===== config.mk =====
export PLATFORM = sky130hd
export DESIGN_NAME = sec_attr_unit
export DESIGN_NICKNAME = d
export VERILOG_FILES = /design/src/rtl/sec_attr_pkg.sv /design/src/rtl/sec_attr_rgn_match.sv /design/src/rtl/sec_attr_resolve.sv /design/src/rtl/sec_attr_unit.sv
export SDC_FILE = /design/constraint.sdc
export NUM_CORES = 1
export LEC_CHECK = 0
export BUFFER_PORTS_ARGS = -buffer_cell sky130_fd_sc_hd__buf_2
export CORE_AREA = 2 2 215 217
export CTS_BUF_LIST = sky130_fd_sc_hd__clkbuf_16
export DETAILED_ROUTE_END_ITERATION = 8
export DIE_AREA = 0 0 217 219
export PLACE_DENSITY = 0.79
export SLEW_MARGIN = 30
export SYNTH_ARGS = -nofsm -noshare
export SYNTH_HDL_FRONTEND = slang
export SYNTH_HIERARCHICAL = 1
export SYNTH_SLANG_ARGS = --single-unit

===== constraint.sdc =====
create_clock -name clk_i -period 1.43 [get_ports clk_i]
set_clock_uncertainty 0.2 [all_clocks]
set_input_delay 0.286 -clock clk_i [delete_from_list [all_inputs] [get_ports clk_i]]
set_output_delay 0.286 -clock clk_i [all_outputs]
set_load 0.05 [all_outputs]

===== src/rtl/sec_attr_pkg.sv =====
package sec_attr_pkg;

  localparam int unsigned GRAN_BITS = 5;

  typedef struct packed {
    logic exempt;
    logic ns;
    logic nsc;
  } ext_attr_t;

  typedef struct packed {
    logic ns;
    logic nsc;
    logic hit;
    logic subpage;
  } attr_flags_t;

  localparam int unsigned CTRL_CHK_BIT  = 0;
  localparam int unsigned CTRL_ALLNS_BIT = 1;
  localparam int unsigned LIM_EN_BIT    = 0;
  localparam int unsigned LIM_NSC_BIT   = 1;

endpackage


===== src/rtl/sec_attr_rgn_match.sv =====
module sec_attr_rgn_match
  import sec_attr_pkg::*;
#(
  parameter int unsigned ADDR_W    = 32,
  parameter int unsigned PAGE_BITS = 12
) (
  input  logic [ADDR_W-1:0] base_i,
  input  logic [ADDR_W-1:0] limit_i,
  input  logic [ADDR_W-1:0] addr_i,
  output logic              hit_o,
  output logic              nsc_o,
  output logic              partial_o
);
  localparam logic [ADDR_W-1:0] GMASK = ADDR_W'((64'd1 << GRAN_BITS) - 64'd1);
  localparam logic [ADDR_W-1:0] PMASK = ADDR_W'((64'd1 << PAGE_BITS) - 64'd1);

  logic              en;
  logic [ADDR_W-1:0] lo, hi, pg_lo, pg_hi;
  logic              overlap;

  assign en    = limit_i[LIM_EN_BIT];
  assign lo    = base_i & ~GMASK;
  assign hi    = limit_i | GMASK;
  assign pg_lo = addr_i & ~PMASK;
  assign pg_hi = addr_i | PMASK;

  assign hit_o     = en && (addr_i >= lo) && (addr_i <= hi);
  assign nsc_o     = limit_i[LIM_NSC_BIT];
  assign overlap   = en && (lo <= pg_hi) && (hi >= pg_lo);
  assign partial_o = overlap && ((lo > pg_lo) || (hi < pg_hi));
endmodule


===== src/rtl/sec_attr_resolve.sv =====
module sec_attr_resolve
  import sec_attr_pkg::*;
#(
  parameter int unsigned NUM_RGN = 8,
  parameter int unsigned IDX_W   = 3
) (
  input  logic [NUM_RGN-1:0] hit_i,
  input  logic [NUM_RGN-1:0] nsc_i,
  input  logic [NUM_RGN-1:0] partial_i,
  input  logic [1:0]         ctrl_i,
  input  logic               cur_secure_i,
  input  ext_attr_t          ext_i,
  output attr_flags_t        flags_o,
  output logic [IDX_W-1:0]   idx_o
);
  localparam int unsigned CNT_W = $clog2(NUM_RGN + 1);

  logic [CNT_W-1:0] cnt;
  logic [IDX_W-1:0] first;

  always_comb begin
    cnt   = '0;
    first = '0;
    for (int i = NUM_RGN - 1; i >= 0; i--) begin
      if (hit_i[i]) begin
        cnt   = cnt + CNT_W'(1);
        first = IDX_W'(i);
      end
    end
  end

  always_comb begin
    flags_o = '0;
    idx_o   = '0;
    if (ctrl_i[CTRL_CHK_BIT]) begin
      flags_o.subpage = |partial_i;
      if (cnt == CNT_W'(1)) begin
        flags_o.hit = 1'b1;
        idx_o       = first;
        flags_o.nsc = nsc_i[first];
        flags_o.ns  = ~nsc_i[first];
      end
      // zero or several hits: Secure, no region
    end else if (ctrl_i[CTRL_ALLNS_BIT]) begin
      flags_o.ns = 1'b1;
    end
    // more secure answer wins
    if (!ext_i.ns && (flags_o.ns || (flags_o.nsc && !ext_i.nsc))) begin
      flags_o.ns  = 1'b0;
      flags_o.nsc = ext_i.nsc;
    end
    if (ext_i.exempt) begin
      flags_o    = '0;
      flags_o.ns = ~cur_secure_i;
      idx_o      = '0;
    end
  end
endmodule


===== src/rtl/sec_attr_unit.sv =====
module sec_attr_unit
  import sec_attr_pkg::*;
#(
  parameter int unsigned ADDR_W    = 32,
  parameter int unsigned NUM_RGN   = 8,
  parameter int unsigned PAGE_BITS = 12,
  localparam int unsigned IDX_W    = (NUM_RGN > 1) ? $clog2(NUM_RGN) : 1
) (
  input  logic                      clk_i,
  input  logic                      rst_ni,
  input  logic                      lookup_i,
  input  logic [ADDR_W-1:0]         addr_i,
  input  logic                      cur_secure_i,
  input  logic [1:0]                ctrl_i,
  input  logic [NUM_RGN*ADDR_W-1:0] rgn_base_i,
  input  logic [NUM_RGN*ADDR_W-1:0] rgn_limit_i,
  input  logic                      ext_exempt_i,
  input  logic                      ext_ns_i,
  input  logic                      ext_nsc_i,
  output logic                      valid_o,
  output logic                      ns_o,
  output logic                      nsc_o,
  output logic [IDX_W-1:0]          rgn_idx_o,
  output logic                      rgn_hit_o,
  output logic                      subpage_o
);
  logic [NUM_RGN-1:0] hit_v, nsc_v, part_v;
  attr_flags_t        flags_d;
  logic [IDX_W-1:0]   idx_d;
  ext_attr_t          ext;

  assign ext = '{exempt: ext_exempt_i, ns: ext_ns_i, nsc: ext_nsc_i};

  for (genvar g = 0; g < NUM_RGN; g++) begin : g_rgn
    sec_attr_rgn_match #(
      .ADDR_W   (ADDR_W),
      .PAGE_BITS(PAGE_BITS)
    ) u_match (
      .base_i   (rgn_base_i[g*ADDR_W +: ADDR_W]),
      .limit_i  (rgn_limit_i[g*ADDR_W +: ADDR_W]),
      .addr_i   (addr_i),
      .hit_o    (hit_v[g]),
      .nsc_o    (nsc_v[g]),
      .partial_o(part_v[g])
    );
  end

  sec_attr_resolve #(
    .NUM_RGN(NUM_RGN),
    .IDX_W  (IDX_W)
  ) u_resolve (
    .hit_i       (hit_v),
    .nsc_i       (nsc_v),
    .partial_i   (part_v),
    .ctrl_i      (ctrl_i),
    .cur_secure_i(cur_secure_i),
    .ext_i       (ext),
    .flags_o     (flags_d),
    .idx_o       (idx_d)
  );

  always_ff @(posedge clk_i or negedge rst_ni) begin
    if (!rst_ni) begin
      valid_o   <= 1'b0;
      ns_o      <= 1'b0;
      nsc_o     <= 1'b0;
      rgn_idx_o <= '0;
      rgn_hit_o <= 1'b0;
      subpage_o <= 1'b0;
    end else begin
      valid_o <= lookup_i;
      if (lookup_i) begin
        ns_o      <= flags_d.ns;
        nsc_o     <= flags_d.nsc;
        rgn_idx_o <= idx_d;
        rgn_hit_o <= flags_d.hit;
        subpage_o <= flags_d.subpage;
      end
    end
  end
endmodule


; Word-level counts from Yosys, hierarchy flattened
; Index checks and enable logic that the tools add are counted.
[totals]
regBits = 8
in_bits = 553
output_inout_bits = 8
elab_cells = 146
[op_classes]
n_addsub = 7
order_cmp = 49
n_eq_ne = 1
muxes = 27
n_bitwise = 2
reduce_logical = 54
[op_table]
columns = cell, n
row1 = 32-bit greater-or-equal comparator, 16
row2 = 32-bit <= comparator, 16
row3 = 32-bit > comparator, 8
row4 = 32-bit < comparator, 8
row5 = 1-bit logical AND, 42
row6 = 3-bit 2-to-1 mux, 13
row7 = 4-bit 2-to-1 mux, 8
row8 = "4-bit by 1-bit adder with 4-bit output, second input constant", 6
row9 = 1-bit logical OR, 9
row10 = 8-bit OR reduction, 1
row11 = "4-bit by 1-bit equality test with 1-bit output, second input constant", 1
row12 = "3-bit by 4-bit < comparator with 1-bit output, second input constant", 1
row13 = 1-bit 2-to-1 mux, 4
row14 = 1-bit binary-select mux with 3-bit select, 1
row15 = "1-bit by 1-bit adder with 2-bit output, second input constant", 1
row16 = 1-bit zero test, 2
row17 = 2-bit 2-to-1 mux, 1
row18 = 1-bit NOT, 2

; Depth between registers and ports, before layout
[depth]
ltp_word = 26
ltp_mapped = 30
mapped_depth_nobuf = 30

; Hierarchy
; Netlist, hierarchy kept.
[by_module_without_submodules]
columns = module, instances, cells_per_inst, area_each_um2, seq_area_each_um2
row1 = sec_attr_rgn_match, 8, 312, 2329.7, 0.0
row2 = sec_attr_resolve, 1, 125, 925.9, 0.0
row3 = sec_attr_unit, 1, 16, 316.6, 200.2

; Least setup slack after synthesis
; No wires, ideal clock.
[synth_path]
kind = input-to-reg
startpoint = input addr_i[30]
endpoint = register rgn_idx_o[2]
arrival_ps = 5749
required_ps = 1164
slack_ps = -4585
cell_stages = 28
path_cell_list = inv_1 -> ha_1 -> nand4_2 -> nor2_4 -> and4_4 -> a22o_1 -> nand2_1 -> a32oi_1 -> inv_1 -> ha_1 -> xor2_1 -> ha_1 -> nand2_1 -> o31ai_1 -> ha_1 -> nor2b_1 -> nor2_1 -> ha_1 -> a22o_1 -> ha_1 -> mux2_2 -> ha_1 -> and2b_1 -> o21ai_0 -> o221ai_2 -> nand3_2 -> a2111oi_4 -> mux2_4
[synth_via]
elab_chain_cells = 22
[synth_rtl]
columns = item, line
row1 = "start, declared", sec_attr_unit.sv:12  ; input logic [ADDR_W-1:0] addr_i,
row2 = 32-bit greater-or-equal comparator, sec_attr_rgn_match.sv:27  ; assign hit_o = en && (addr_i >= lo) && (addr_i <= hi);
row3 = 1-bit logical AND, sec_attr_rgn_match.sv:27
row4 = 1-bit logical AND (*), sec_attr_rgn_match.sv:27
row5 = via hit_v[7], sec_attr_unit.sv:27  ; logic [NUM_RGN-1:0] hit_v, nsc_v, part_v;
row6 = 1-bit 2-to-1 mux, sec_attr_resolve.sv:25  ; if (hit_i[i]) begin
row7 = 1-bit by 1-bit adder with 2-bit output, sec_attr_resolve.sv:26  ; cnt = cnt + CNT_W'(1);
row8 = 4-bit 2-to-1 mux, sec_attr_resolve.sv:25
row9 = 4-bit by 1-bit adder with 4-bit output, sec_attr_resolve.sv:26
row10 = (+8 left out), -
row11 = 4-bit 2-to-1 mux, sec_attr_resolve.sv:25
row12 = 4-bit by 1-bit adder with 4-bit output, sec_attr_resolve.sv:26
row13 = 4-bit 2-to-1 mux, sec_attr_resolve.sv:25
row14 = 4-bit by 1-bit equality test with 1-bit output, sec_attr_resolve.sv:37  ; if (cnt == CNT_W'(1)) begin
row15 = 3-bit 2-to-1 mux (*), sec_attr_resolve.sv:37
row16 = 3-bit 2-to-1 mux (*), sec_attr_resolve.sv:35  ; if (ctrl_i[CTRL_CHK_BIT]) begin
row17 = 3-bit 2-to-1 mux (*), sec_attr_resolve.sv:52  ; if (ext_i.exempt) begin
row18 = via idx_d[2], sec_attr_unit.sv:29  ; logic [IDX_W-1:0] idx_d;
row19 = "end signal, assigned", sec_attr_unit.sv:75  ; rgn_idx_o <= idx_d;
row20 = "end, declared", sec_attr_unit.sv:23  ; output logic [IDX_W-1:0] rgn_idx_o,
; The timed path passes the listed nets; every way through them passes the cells marked *.
; A chain may end at the register's enable or synchronous reset.

; Worst setup path after layout
[layout_path]
startpoint = input addr_i[23]
endpoint = register rgn_idx_o[0]
; Same word-level chain as after synthesis.

==> reports/results.ini <==
[final_layout]
nets=4982
layout_common_cells=ha_1 (735), inv_1 (580), buf_4 (517), buf_2 (474), a21oi_1 (223)
syn_to_final_growth_pct=42.6
final_cell_area_um2=28300
final_core_util_pct=62.9
drive_above_1_share_pct=33.6
layout_commonest_cell=ha_1

[die]
dieArea_um2=47500
die_x_um=217
die_h_um=219
pin_count=561
row_count=78
core_um2=45100
initial_core_util_pct=44.1

[power_and_ir_drop]
power_mw=9.64
peakVddDrop_v=0.000319
p_per_area_nw_per_um2=340
p_leak_nw=16.7

[logic_synthesis]
yosys_warnings=6
synth_top_family_by_area=adder cells
synth_area_um2=19900
synth-compound-area-share_pct=21.3
yosysSeqAreaShare_pct=1.01
yosys.area_share.simple_pct=15.2
synth_xor_area_share_pct=0.762
synthArstFlopShare_pct=100
synth-main-ff-cell=dfrtp_1
yosysUniqueCellTypes=67
synth-edff-count=0
synth_area_per_cell_um2=7.54
synthCells=2637
syn-num-nets=3966
muxShareOfSynthArea_pct=0.585
synthAdderAreaFrac_pct=48.8
ys_seq_elements=8

[worst_setup_path]
r2r_end=nsc_o
start_kind=input pin
cp-end-kind=register
crit_fanout=4
crit_path_max_incr_delay_ps=340
cp.arrival_ps=5820
critPathSlowestCell=ha_1
crit_type=input pin to register
worstReg2RegStart=nsc_o
reg2reg_setup_slack_ps=450
cp_data_required_time_ps=1340
reg2regPathDepth=1
crit_top_cell=ha_4

[timing]
fin_crit_sh_pct=413
fmax_mhz=169
relSlewSlack_pct=53.6
layout_setup_ws_ps=-4470
setup_viol_count_final=7
worst_pin_slew_ps=679
rsz0062_at_grt=yes
hold_viol=0
fin_crit_ps=5900
slew_violations=0

[worst_hold_path]
holdPathStages=1
holdPathEnd=valid_o
min_from=lookup_i
hold_path_class=input pin to register

[placed_design]
place_area_um2=27400
dp_hpwl_um=76900
gp_congestion=1.06
port-buffer-count=496

[detailed_routing]
vias=23300
drt-pass1-iter-count=6
drc=0
wl_per_cell_um=20.2
drtAntennaViolNets=0
drt-initial-drc-count=1529
via_per_inst=5.44
routed_wl_um=86400

[clock_tree]
clockBufferDepth=2
cts_tree=done
cts.sinks=8
htreeDepth=1
clk_latency_ps=230
root_buffer=clkbuf_16
clkTransAtPathRegs_ps=30
cts_buffers=3

[global_routing]
grt_pass1_wl_um=126000
grt_max_degree=13
grt_pass1_vias=22700
grt_antenna_before_repair=42
overflow=0
grtUsageTotal_pct=34.6

[flow_run]
maxCapViolations=0

[status]
run_status=complete, but fails checks
violations=setup timing

-- cells in the mapped netlist, types with 9 or more instances --
cell type	n	area [um2]
nor3_1	22	110
o221ai_1	9	78.8
inv_1	606	2270
a22oi_1	25	188
o2111ai_1	9	78.8
nor2b_1	10	62.6
nand4_1	74	463
nor3_2	9	90.1
nor2_1	59	221
o211ai_1	41	308
a22o_1	9	78.8
a221oi_1	16	140
and3_1	50	313
nor4_1	19	119
o21ai_0	115	576
o21a_1	17	128
inv_2	16	60.1
a21oi_1	225	1130
nand2_1	147	552
o21ai_1	25	125
ha_1	776	9710
nand3_1	74	370
a31oi_1	11	68.8
a221o_1	17	170
a21o_1	74	556
a211oi_1	26	195
-- registers in the layout, summed over array words and instances, names as in the netlist --
name       count
rgn_hit_o      1
rgn_idx_o      3
subpage_o      1
nsc_o          1
ns_o           1
valid_o        1
-- timing repair --
item / CTS / global route
hold endpoints to repair: 8 / 0
hold buffers: 1 / 0
resized for setup: 63 / 82
setup buffers: 8 / 10
setup endpoints to repair: 7 / 7
pin swaps: 27 / 45
-- cell type report --
cell class	instances	area [um2]
Clock buffer	3	75.1
Timing Repair Buffer	1028	6790
Fill cell	4081	16700
Tap cell	600	751
Multi-Input combinational cell	1990	18100
Inverter	622	2370
Sequential cell	8	200
Antenna cell	28	70.1
-- critical path: cells and delay by family --
| kind | cells | cell delay [ps] |
|---|---|---|
| mux | 2 | 530 |
| fa+ha+maj | 7 | 1940 |
| compound gates | 8 | 1460 |
| xor+xnor | 1 | 180 |
| simple gates | 8 | 850 |
| buf+inv | 5 | 560 |
-- routing by layer --
metal  part of all wire [%]  routed length [um]  vias up  track usage [%]
met5                   0.16                 139        -                0
met4                    5.8                5010       22             15.4
met3                    8.0                6940      268             6.57
met2                     46               39800      984             60.6
met1                     40               34400    10800             40.9
li1                       -                   -    11200                -
-- kinds of logic after synthesis --
logic type / Yosys count
adder cells (fa/ha/maj): 776
AO/OA/AOI/OAI: 658
buffers and inverters: 639
AND/OR/NAND/NOR: 536
XOR/XNOR: 12
multiplexers: 8
flip-flops: 8
-- report_power, final --
| group | internal [mW] | switching, mW | total (mW) |
|---|---|---|---|
| clock network | 0.361 | 0.113 | 0.473 |
| logic | 4.21 | 4.70 | 8.90 |
| registers | 0.249 | 0.0131 | 0.262 |
| total | 4.82 | 4.82 | 9.64 |
-- worst max-delay path by stage --
| stage | slack [ps] | cells after the start | startpoint | endpoint |
|---|---|---|---|---|
| floorplan | -4190 | 28 | rgn_base_i[230] | nsc_o |
| global placement | -4870 | 29 | addr_i[25] | rgn_idx_o[2] |
| detailed placement | -4990 | 29 | addr_i[25] | rgn_idx_o[2] |
| CTS | -4410 | 30 | addr_i[23] | rgn_idx_o[1] |
| global route | -4680 | 31 | addr_i[23] | rgn_idx_o[2] |
| finish | -4470 | 31 | addr_i[23] | rgn_idx_o[0] |
-- metrics by stage --
step	setup WS [ps]	cells	setup TNS (ps)	hold slack (ps)
2_1_floorplan	-4190	2637	-26050	-210
6_report	-4470	4279	-28530	113
4_1_cts	-4410	4243	-28300	109
3_5_place_dp	-4990	4231	-32510	-62.2
5_1_grt	-4680	4271	-29850	126
3_3_place_gp	-4870	4231	-31710	-68.4
No activity file was read; power rests on OpenSTA's default activity.
